### config.mk
export PLATFORM = sky130hd
export DESIGN_NAME = ctick_timer
export DESIGN_NICKNAME = d
export VERILOG_FILES = /design/src/rtl/ctick_pkg.sv /design/src/rtl/ctick_cfg_reg.sv /design/src/rtl/ctick_down.sv /design/src/rtl/ctick_irq.sv /design/src/rtl/ctick_stamp.sv /design/src/rtl/ctick_timer.sv
export SDC_FILE = /design/constraint.sdc
export NUM_CORES = 1
export LEC_CHECK = 0
export BUFFER_PORTS_ARGS = -buffer_cell sky130_fd_sc_hd__buf_2
export CAP_MARGIN = 10
export CORE_MARGIN = 4
export CORE_UTILIZATION = 43
export DETAILED_ROUTE_END_ITERATION = 16
export GPL_TIMING_DRIVEN = 0
export PLACE_DENSITY = 0.8
export SLEW_MARGIN = 20
export SYNTH_ARGS = -nofsm -noshare
export SYNTH_HDL_FRONTEND = slang
export SYNTH_HIERARCHICAL = 1
export SYNTH_SLANG_ARGS = --single-unit
### constraint.sdc
create_clock -name clk -period 3.22 [get_ports clk]
set_input_delay 0.161 -clock clk [delete_from_list [all_inputs] [get_ports clk]]
set_output_delay 0.161 -clock clk [all_outputs]
set_load 0.03 [all_outputs]
### src/rtl/ctick_pkg.sv
package ctick_pkg;

  // Start count kept in place: bits hi..2 of the word, the rest zero.
  function automatic logic [63:0] load_field(input logic [63:0] word, input int hi);
    logic [63:0] r;
    r = '0;
    for (int i = 2; i < 64; i++) begin
      if (i <= hi) r[i] = word[i];
    end
    return r;
  endfunction

  // A tick expires the timer when at most one tick is left.
  function automatic logic at_end(input logic [63:0] remain);
    return (remain <= 64'd1);
  endfunction

endpackage

### src/rtl/ctick_cfg_reg.sv
module ctick_cfg_reg #(
  parameter int CFG_W = 64
) (
  input  logic             clk,
  input  logic             rst_n,
  input  logic             wr_en,
  input  logic [CFG_W-1:0] wr_data,
  input  logic             oneshot_done,
  output logic [CFG_W-1:0] cfg_q
);

  always_ff @(posedge clk) begin
    if (!rst_n) begin
      cfg_q <= '0;
    end else if (wr_en) begin
      cfg_q <= wr_data;
    end else if (oneshot_done) begin
      cfg_q <= {cfg_q[CFG_W-1:1], 1'b0};
    end
  end


  oneshot_clears_en_chk: assert property (@(posedge clk) disable iff (!rst_n)
    (oneshot_done && !wr_en) |=> (!cfg_q[0] && cfg_q[CFG_W-1:1] == $past(cfg_q[CFG_W-1:1])));


  write_stores_chk: assert property (@(posedge clk) disable iff (!rst_n)
    wr_en |=> (cfg_q == $past(wr_data)));

endmodule

### src/rtl/ctick_down.sv
module ctick_down
  import ctick_pkg::*;
#(
  parameter int CNT_W = 48
) (
  input  logic             clk,
  input  logic             rst_n,
  input  logic             tick,
  input  logic             run,
  input  logic             periodic,
  input  logic             wr_en,
  input  logic             wr_enable,
  input  logic [CNT_W-1:0] wr_load,
  input  logic [CNT_W-1:0] reload,
  output logic [CNT_W-1:0] remain_q,
  output logic             expire
);

  logic counting;

  assign counting = run && tick && !wr_en;
  assign expire   = counting && at_end(64'(remain_q));

  always_ff @(posedge clk) begin
    if (!rst_n) begin
      remain_q <= '0;
    end else if (wr_en) begin
      if (wr_enable) remain_q <= wr_load;
    end else if (expire) begin
      remain_q <= periodic ? reload : '0;
    end else if (counting) begin
      remain_q <= remain_q - CNT_W'(1);
    end
  end


  decrement_chk: assert property (@(posedge clk) disable iff (!rst_n)
    (counting && remain_q > CNT_W'(1)) |=> (remain_q == $past(remain_q) - CNT_W'(1)));


  frozen_when_off_chk: assert property (@(posedge clk) disable iff (!rst_n)
    (!run && !wr_en) |=> $stable(remain_q));


  periodic_reload_chk: assert property (@(posedge clk) disable iff (!rst_n)
    (expire && periodic) |=> (remain_q == $past(reload)));


  write_beats_tick_chk: assert property (@(posedge clk) disable iff (!rst_n)
    (wr_en && wr_enable) |=> (remain_q == $past(wr_load)));

endmodule

### src/rtl/ctick_irq.sv
module ctick_irq (
  input  logic clk,
  input  logic rst_n,
  input  logic expire,
  input  logic clr,
  output logic irq_q
);

  always_ff @(posedge clk) begin
    if (!rst_n)      irq_q <= 1'b0;
    else if (expire) irq_q <= 1'b1;
    else if (clr)    irq_q <= 1'b0;
  end


  expire_wins_chk: assert property (@(posedge clk) disable iff (!rst_n)
    expire |=> irq_q);


  clear_drops_chk: assert property (@(posedge clk) disable iff (!rst_n)
    (clr && !expire) |=> !irq_q);


  rise_needs_expire_chk: assert property (@(posedge clk) disable iff (!rst_n)
    $rose(irq_q) |-> $past(expire));

endmodule

### src/rtl/ctick_stamp.sv
module ctick_stamp #(
  parameter int STAMP_W = 64
) (
  input  logic               clk,
  input  logic               rst_n,
  input  logic               tick,
  output logic [STAMP_W-1:0] stamp_q
);

  always_ff @(posedge clk) begin
    if (!rst_n)    stamp_q <= '0;
    else if (tick) stamp_q <= stamp_q + STAMP_W'(1);
  end


  stamp_step_chk: assert property (@(posedge clk) disable iff (!rst_n)
    tick |=> (stamp_q == $past(stamp_q) + STAMP_W'(1)));


  stamp_hold_chk: assert property (@(posedge clk) disable iff (!rst_n)
    !tick |=> $stable(stamp_q));

endmodule

### src/rtl/ctick_timer.sv
module ctick_timer
  import ctick_pkg::*;
#(
  parameter int CFG_W   = 64,
  parameter int CNT_HI  = 47,
  parameter int STAMP_W = 64,
  localparam int CNT_W  = CNT_HI + 1
) (
  input  logic               clk,
  input  logic               rst_n,
  input  logic               tick_i,
  input  logic               wr_en_i,
  input  logic [CFG_W-1:0]   wr_data_i,
  input  logic               irq_clr_i,
  output logic [CFG_W-1:0]   cfg_o,
  output logic [CNT_W-1:0]   remain_o,
  output logic [STAMP_W-1:0] stamp_o,
  output logic               irq_o
);

  logic [CFG_W-1:0] cfg_q;
  logic [CNT_W-1:0] wr_load;
  logic [CNT_W-1:0] reload;
  logic             expire;
  logic             oneshot_done;

  assign wr_load      = CNT_W'(load_field(64'(wr_data_i), CNT_HI));
  assign reload       = CNT_W'(load_field(64'(cfg_q), CNT_HI));
  assign oneshot_done = expire && !cfg_q[1];

  ctick_cfg_reg #(.CFG_W(CFG_W)) u_cfg (
    .clk(clk), .rst_n(rst_n), .wr_en(wr_en_i), .wr_data(wr_data_i),
    .oneshot_done(oneshot_done), .cfg_q(cfg_q)
  );

  ctick_down #(.CNT_W(CNT_W)) u_down (
    .clk(clk), .rst_n(rst_n), .tick(tick_i), .run(cfg_q[0]),
    .periodic(cfg_q[1]), .wr_en(wr_en_i), .wr_enable(wr_data_i[0]),
    .wr_load(wr_load), .reload(reload), .remain_q(remain_o), .expire(expire)
  );

  ctick_irq u_irq (
    .clk(clk), .rst_n(rst_n), .expire(expire), .clr(irq_clr_i), .irq_q(irq_o)
  );

  ctick_stamp #(.STAMP_W(STAMP_W)) u_stamp (
    .clk(clk), .rst_n(rst_n), .tick(tick_i), .stamp_q(stamp_o)
  );

  assign cfg_o = cfg_q;


  oneshot_stops_chk: assert property (@(posedge clk) disable iff (!rst_n)
    (oneshot_done && !wr_en_i) |=> (remain_o == '0 && !cfg_o[0]));


  reset_state_chk: assert property (@(posedge clk)
    !rst_n |=> (cfg_o == '0 && remain_o == '0 && stamp_o == '0 && !irq_o));

endmodule

==> results_dict.tcl, run 1 <==
set metrics [dict create \
    grt_max_degree 18 \
    drtAntennaViolNets 0 \
    start_kind "flip-flop" \
    synth-seq-cells 177 \
    grt_use_total_pct 25.32 \
    insertion_delay_ns 0.43 \
    r2r_setup_slack_ns 0.04 \
    antenna_found_initial 6 \
    die_area_um2 23720 \
    multi_input_area_um2 5346 \
    area_delta_synth_final_pct 26.16 \
    tightest_slew_ns 0.9650 \
    drt-total-wl_mm 31.93 \
    leakage_nw 5.059 \
    status "completed" \
    nets 1418 \
    viasPerCell 5.855 \
    fp.dieH_um 154.0 \
    cp_max_fo 10 \
    crit_required_ns 3.57 \
    pre_cts_ws_ns -0.6874 \
    yosys_warnings 6 \
    dr.pass1.iters 6 \
    grt_pass1_vias 8969 \
    initial_utilization_pct 43.62 \
    min_from "wr_data_i[5]" \
    std_cell_rows 53 \
    finalCritPeriodShare_pct 98.90 \
    power_density_nw_per_um2 473.6 \
    ios 246 \
    cp-end-kind "flip-flop" \
    cts.sinks 177 \
    dp_cells 1590 \
    netlist_area_um2 9169 \
    grt_pass1_wl_mm 48.85 \
    crit_type "reg2reg" \
    finalSetupViolations 0 \
    regArea_um2 3547 \
    fillers 1854 \
    fin_ws_ns 0.03544 \
    cts_made_buffers 17 \
    avgRoutedWirePerCell_um 19.50 \
    worstPathArrival_ns 3.53 \
    postSynthAreaPerCell_um2 8.593 \
    detailed_place_hpwl_mm 23.46 \
    core-area_um2 21020 \
    clock_path_buffers 2 \
    min_path_cells 3 \
    cts_tree "done" \
    drv_cap 0 \
    fmax_mhz 314.0 \
    relSlewSlack_pct 35.66 \
    rsz0062_at_grt "yes" \
    htreeDepth 4 \
    grt_overflow 0 \
    r2r_cells 8 \
    die_x_um 154.0 \
    port_buffers 245 \
    skew_ns 0.01341 \
    drive_gt1_share_pct 25.31 \
    fin_crit_ns 3.185 \
    peakVddDrop_uv 405.9 \
    rr_startpoint "u_down/remain_q[15]" \
    holdPathEnd "u_cfg/cfg_q[5]" \
    finalMaxSlewViolations 0 \
    synth.distinct_cells 72 \
    clock-root-buffer "clkbuf_16" \
    remaining_drc_errors 0 \
    clkTransAtPathRegs_ns 0.08 \
    gp_congestion 0.9715 \
    r2r_end "u_down/remain_q[46]" \
    ys_seq_area_share_pct 38.65 \
    fin_total_pwr_mw 5.478 \
    netlist_instances 1067 \
    synthFlopType "dfxtp_1" \
    synthArstFlopShare_pct 0 \
    synth_edf_count 0 \
    routed-via-count 9585 \
    stdcell_count 1637 \
    min_path_type "in2reg" \
    drt_iter0_markers 1100 \
    hold_violations 0 \
]
per-layer routing:
metal / vias to the layer above / part of all wire [%] / GRT usage [%]
li1: 4438 / - / -
met1: 4416 / 39 / 32.99
met2: 619 / 45 / 39.18
met3: 106 / 12 / 7.093
met4: 6 / 4.0 / 11.19
met5: - / 0.11 / 0
registers in the layout (all words and copies together), names as in the netlist:
name             cells
u_cfg/cfg_q         64
u_irq/irq_q          1
u_stamp/stamp_q     64
u_down/remain_q     48
where the power goes:
group / internal, mW / switching, mW / leakage, nW
Clock: 1.11 / 0.976 / 0.276
Combinational: 0.346 / 0.641 / 3.33
Sequential: 2.28 / 0.117 / 1.45
worst max-delay path by stage:
stage	startpoint	end	slack, ns	cells past startpoint
2_1_floorplan	u_down/remain_q[14]	u_down/remain_q[46]	0.06	8
3_3_place_gp	u_down/remain_q[28]	u_down/remain_q[21]	-0.69	9
3_5_place_dp	u_down/remain_q[8]	u_down/remain_q[44]	-0.69	9
4_1_cts	u_down/remain_q[14]	u_down/remain_q[44]	0.004	9
5_1_grt	u_down/remain_q[14]	u_down/remain_q[21]	-0.02	10
6_report	u_down/remain_q[15]	u_down/remain_q[46]	0.04	8
synth_stat cells (5+ instances only):
cell      count  area, um^2
and3_1       12       75.07
or4_1         8       60.06
a21boi_0      6       45.04
a211o_1      10       87.58
nand2b_1     12       75.07
nand4_1      29       181.4
nor3_1       24       120.1
nor4_4        5       106.4
mux2i_1      74       740.7
dfxtp_1     177        3543
a21oi_1     101       505.5
nor2b_1      63       394.1
o21ai_0      66       330.3
nor2_1       73       274.0
xnor2_1      24       210.2
nand3_1      41       205.2
nand4_2       5       62.56
inv_1        10       37.54
nor4_1       22       137.6
o31ai_1      13       97.59
a31oi_1       9       56.30
nand2_1      65       244.0
or3_1        37       231.5
xor2_1       38       332.8
o211ai_1     13       97.59
clkbuf_1     55       206.5
layout make-up:
type,count,share of cell area [%]
plain buffers,66,3.018
diodes,3,0.06490
inverters,10,0.3245
repair buffers,259,11.70
multi-input cells,815,46.22
clock inverters,14,1.233
clock buffers,18,3.797
flip-flops and latches,177,30.67
well taps,275,2.975
kinds of logic (layout without fill, tap and decap cells):
logic type                 after synthesis  after routing  synth area share, %
AOI/OAI and AO/OA                      244            244                15.76
xor gates and xnor gates                62             62                5.922
adders and majority gates                3              3               0.4094
buffers and inverters                   78            367                4.108
DFF                                    177            177                38.65
muxes                                   74             74                8.079
other                                    1              7              0.04090
and+or+nand+nor                        428            428                27.03
worst max-delay path, stage by stage, from the launching register on:
cell and delay, ns:
dfxtp_1 0.38, or4_4 0.55, or3_4 0.36, buf_6 0.15, or4_1 0.51, buf_4 0.18, or4_4 0.43, or4_1 0.42
a31oi_1 0.13
metrics by stage:
step	hold slack [ns]	TNS [ns]	util, %	instance area, um^2
after floorplan	0.2785	0	-	9180
after global placement	0.4147	-22.56	51.14	10750
after detailed placement	0.4312	-22.53	51.14	10750
after CTS	0.0002706	0	54.70	11500
after global routing	0.007403	-0.04242	55.01	11560
final	0.01247	0	55.03	11570
cells in the final DEF, fill, tap and decap left out, types with 18 or more instances in the layout:
cell type	count
a21oi_1	101
buf_2	249
clkbuf_1	45
dfxtp_1	176
mux2i_1	74
nand2_1	65
nand3_1	40
nand4_1	29
nor2_1	73
nor2b_1	63
nor3_1	22
nor4_1	18
o21ai_0	66
or3_1	37
xnor2_1	24
xor2_1	38
repair_timing:
action | in CTS | in global routing
pin swaps | 1 | 3
setup buffers | 0 | 5
endpoints found under the setup margin | 48 | 35
hold endpoints to repair | 9 | 0
resized for setup | 19 | 11
hold buffers | 9 | 0
No activity file was read; power rests on OpenSTA's default activity.
==> run 2: changes to the inputs <==
--- a/config.mk
+++ b/config.mk
@@ -7,11 +7,12 @@
 export LEC_CHECK = 0
 export BUFFER_PORTS_ARGS = -buffer_cell sky130_fd_sc_hd__buf_2
 export CAP_MARGIN = 10
-export CORE_MARGIN = 4
+export CORE_MARGIN = 3
 export CORE_UTILIZATION = 43
 export DETAILED_ROUTE_END_ITERATION = 16
 export GPL_TIMING_DRIVEN = 0
 export PLACE_DENSITY = 0.8
+export RECOVER_POWER = 50
 export SLEW_MARGIN = 20
 export SYNTH_ARGS = -nofsm -noshare
 export SYNTH_HDL_FRONTEND = slang
==> run 2 against run 1 <==
  * Sequential share of layout area is 0.32 points higher
  * Cell count down 0.18%
  * Power decreased by 0.20%
  * Combinational power shrank 2%
  * Largest cell class unchanged
  * Largest power group unchanged
==> results_dict.tcl, run 2 (synthesized netlist as in run 1, its figures left out) <==
set metrics [dict create \
    status "completed" \
    cp-end-kind "flip-flop" \
    grt_use_total_pct 26.39 \
    area_delta_synth_final_pct 24.92 \
    drv_cap 0 \
    post-route-util_pct 55.71 \
    grt_pass1_vias 9170 \
    place_area_um2 10740 \
    grt_overflow 0 \
    cts_made_buffers 17 \
    grt_pass1_wl_mm 50.14 \
    gp_congestion 0.9832 \
    final.setup.tns_ns 0 \
    skew_ns 0.01625 \
    pre_cts_ws_ns -0.8186 \
    die_area_um2 23110 \
    crit_slowest_cell "or4_4" \
    cts_tree "done" \
    finalCritPeriodShare_pct 99.91 \
    relSlewSlack_pct 43.53 \
    finalMaxSlewViolations 0 \
    hold_violations 0 \
    start_kind "flip-flop" \
    crit_required_ns 3.57 \
    std_cell_rows 52 \
    final_area_um2 11450 \
    remaining_drc_errors 0 \
    top_regs "u_cfg/cfg_q x64, u_stamp/stamp_q x64, u_down/remain_q x48" \
    dr.pass1.iters 6 \
    max_stage_delay_ns 0.55 \
    viasPerCell 5.903 \
    initial_utilization_pct 44.60 \
    clock-root-buffer "clkbuf_16" \
    fin_crit_ns 3.217 \
    nets 1420 \
    fillers 1927 \
    rsz0062_at_grt "yes" \
    power_density_nw_per_um2 477.3 \
    drt_iter0_markers 1192 \
    clock_path_buffers 2 \
    crit_type "reg2reg" \
    worstPathArrival_ns 3.57 \
    crit_family "simple AND/OR/NAND/NOR gates" \
    worst_hold_slack_ns 0.009921 \
    ios 246 \
    grt_max_degree 18 \
    core-area_um2 20560 \
    stdcell_count 1634 \
    drive_gt1_share_pct 17.19 \
    clkTransAtPathRegs_ns 0.07 \
    antenna_found_initial 4 \
    drt-total-wl_mm 32.11 \
    routed-via-count 9646 \
    min_path_type "in2reg" \
    insertion_delay_ns 0.43 \
    crit_chain "or4_4, or3_4, buf_6, or4_4, buf_6, or4_4, or4_4, a31oi_1" \
    detailed_place_hpwl_mm 23.35 \
    layout_commonest_cell "dfxtp_1" \
    cp_max_fo 10 \
    finalSetupViolations 0 \
    dp_cells 1585 \
    die_x_um 152.0 \
    tightest_slew_ns 0.8471 \
    avgRoutedWirePerCell_um 19.65 \
    final_cell_mix "dfxtp_1 (175), clkbuf_1 (156), buf_2 (140), a21oi_1 (101), mux2i_1 (74)" \
    fp.dieH_um 152.0 \
    crit_buf_inv 2 \
    fin_total_pwr_mw 5.467 \
    fmax_mhz 310.8 \
    drtAntennaViolNets 0 \
    leakage_nw 4.643 \
    port_buffers 245 \
    htreeDepth 4 \
    cp_common_cell "or4_4" \
    peakVddDrop_uv 335.8 \
    fin_ws_ns 0.002818 \
    cts.sinks 177 \
]
==> run 2: changes by cell type in the layout (fill, tap and decap cells not counted), sizes merged <==
| cell | change |
|---|---|
| clkinvlp | -2 |
| clkbuf | +110 |
| buf | -110 |
| inv | +1 |
| dlygate4sd3 | +3 |
==> run 2: cell type report <==
| type | count | area [um^2] | area share [%] |
|---|---|---|---|
| inverters | 10 | 37.54 | 0.3277 |
| well taps | 270 | 337.8 | 2.950 |
| flip-flops and latches | 177 | 3548 | 30.98 |
| clock buffers | 19 | 442.9 | 3.867 |
| clock inverters | 13 | 142.6 | 1.245 |
| plain buffers | 67 | 359.1 | 3.135 |
| repair buffers | 260 | 1232 | 10.76 |
| diodes | 3 | 7.507 | 0.06555 |
| multi-input cells | 815 | 5345 | 46.67 |
==> run 2: path summary, 6_finish.rpt <==
check,from,to,slack [ns],cells past startpoint
setup / recovery,u_down/remain_q[14],u_down/remain_q[46],0.003,8
hold / removal,wr_data_i[57],u_cfg/cfg_q[57],0.01,3
setup reg to reg,u_down/remain_q[14],u_down/remain_q[46],0.003,8
hold reg to reg,u_stamp/stamp_q[63],u_stamp/stamp_q[63],0.49,2
==> run 2: tightest hold or removal path, cell delays in order <==
cell	delay, ns
buf_2	0.08
mux2i_1	0.06
nor2b_1	0.10
==> run 2: what timing repair did <==
action	in CTS	in global routing
endpoints found under the hold margin	12	0
hold buffers	12	0
buffers inserted	2	1
gates resized for setup	20	13
cloned	0	0
setup endpoints to repair	48	34
pin swaps	1	3
==> run 2: routing by layer <==
metal | up-vias | global-route usage (%) | share of wire [%]
li1 | 4433 | - | -
met1 | 4526 | 34.92 | 41
met2 | 585 | 41.28 | 45
met3 | 100 | 5.973 | 9.6
met4 | 2 | 11.86 | 4.3
met5 | - | 0 | 0.040
==> run 2: power breakdown <==
group,leakage [nW],switching [mW],internal (mW)
logic,2.91,0.645,0.325
clock network,0.283,0.974,1.12
registers,1.45,0.118,2.28
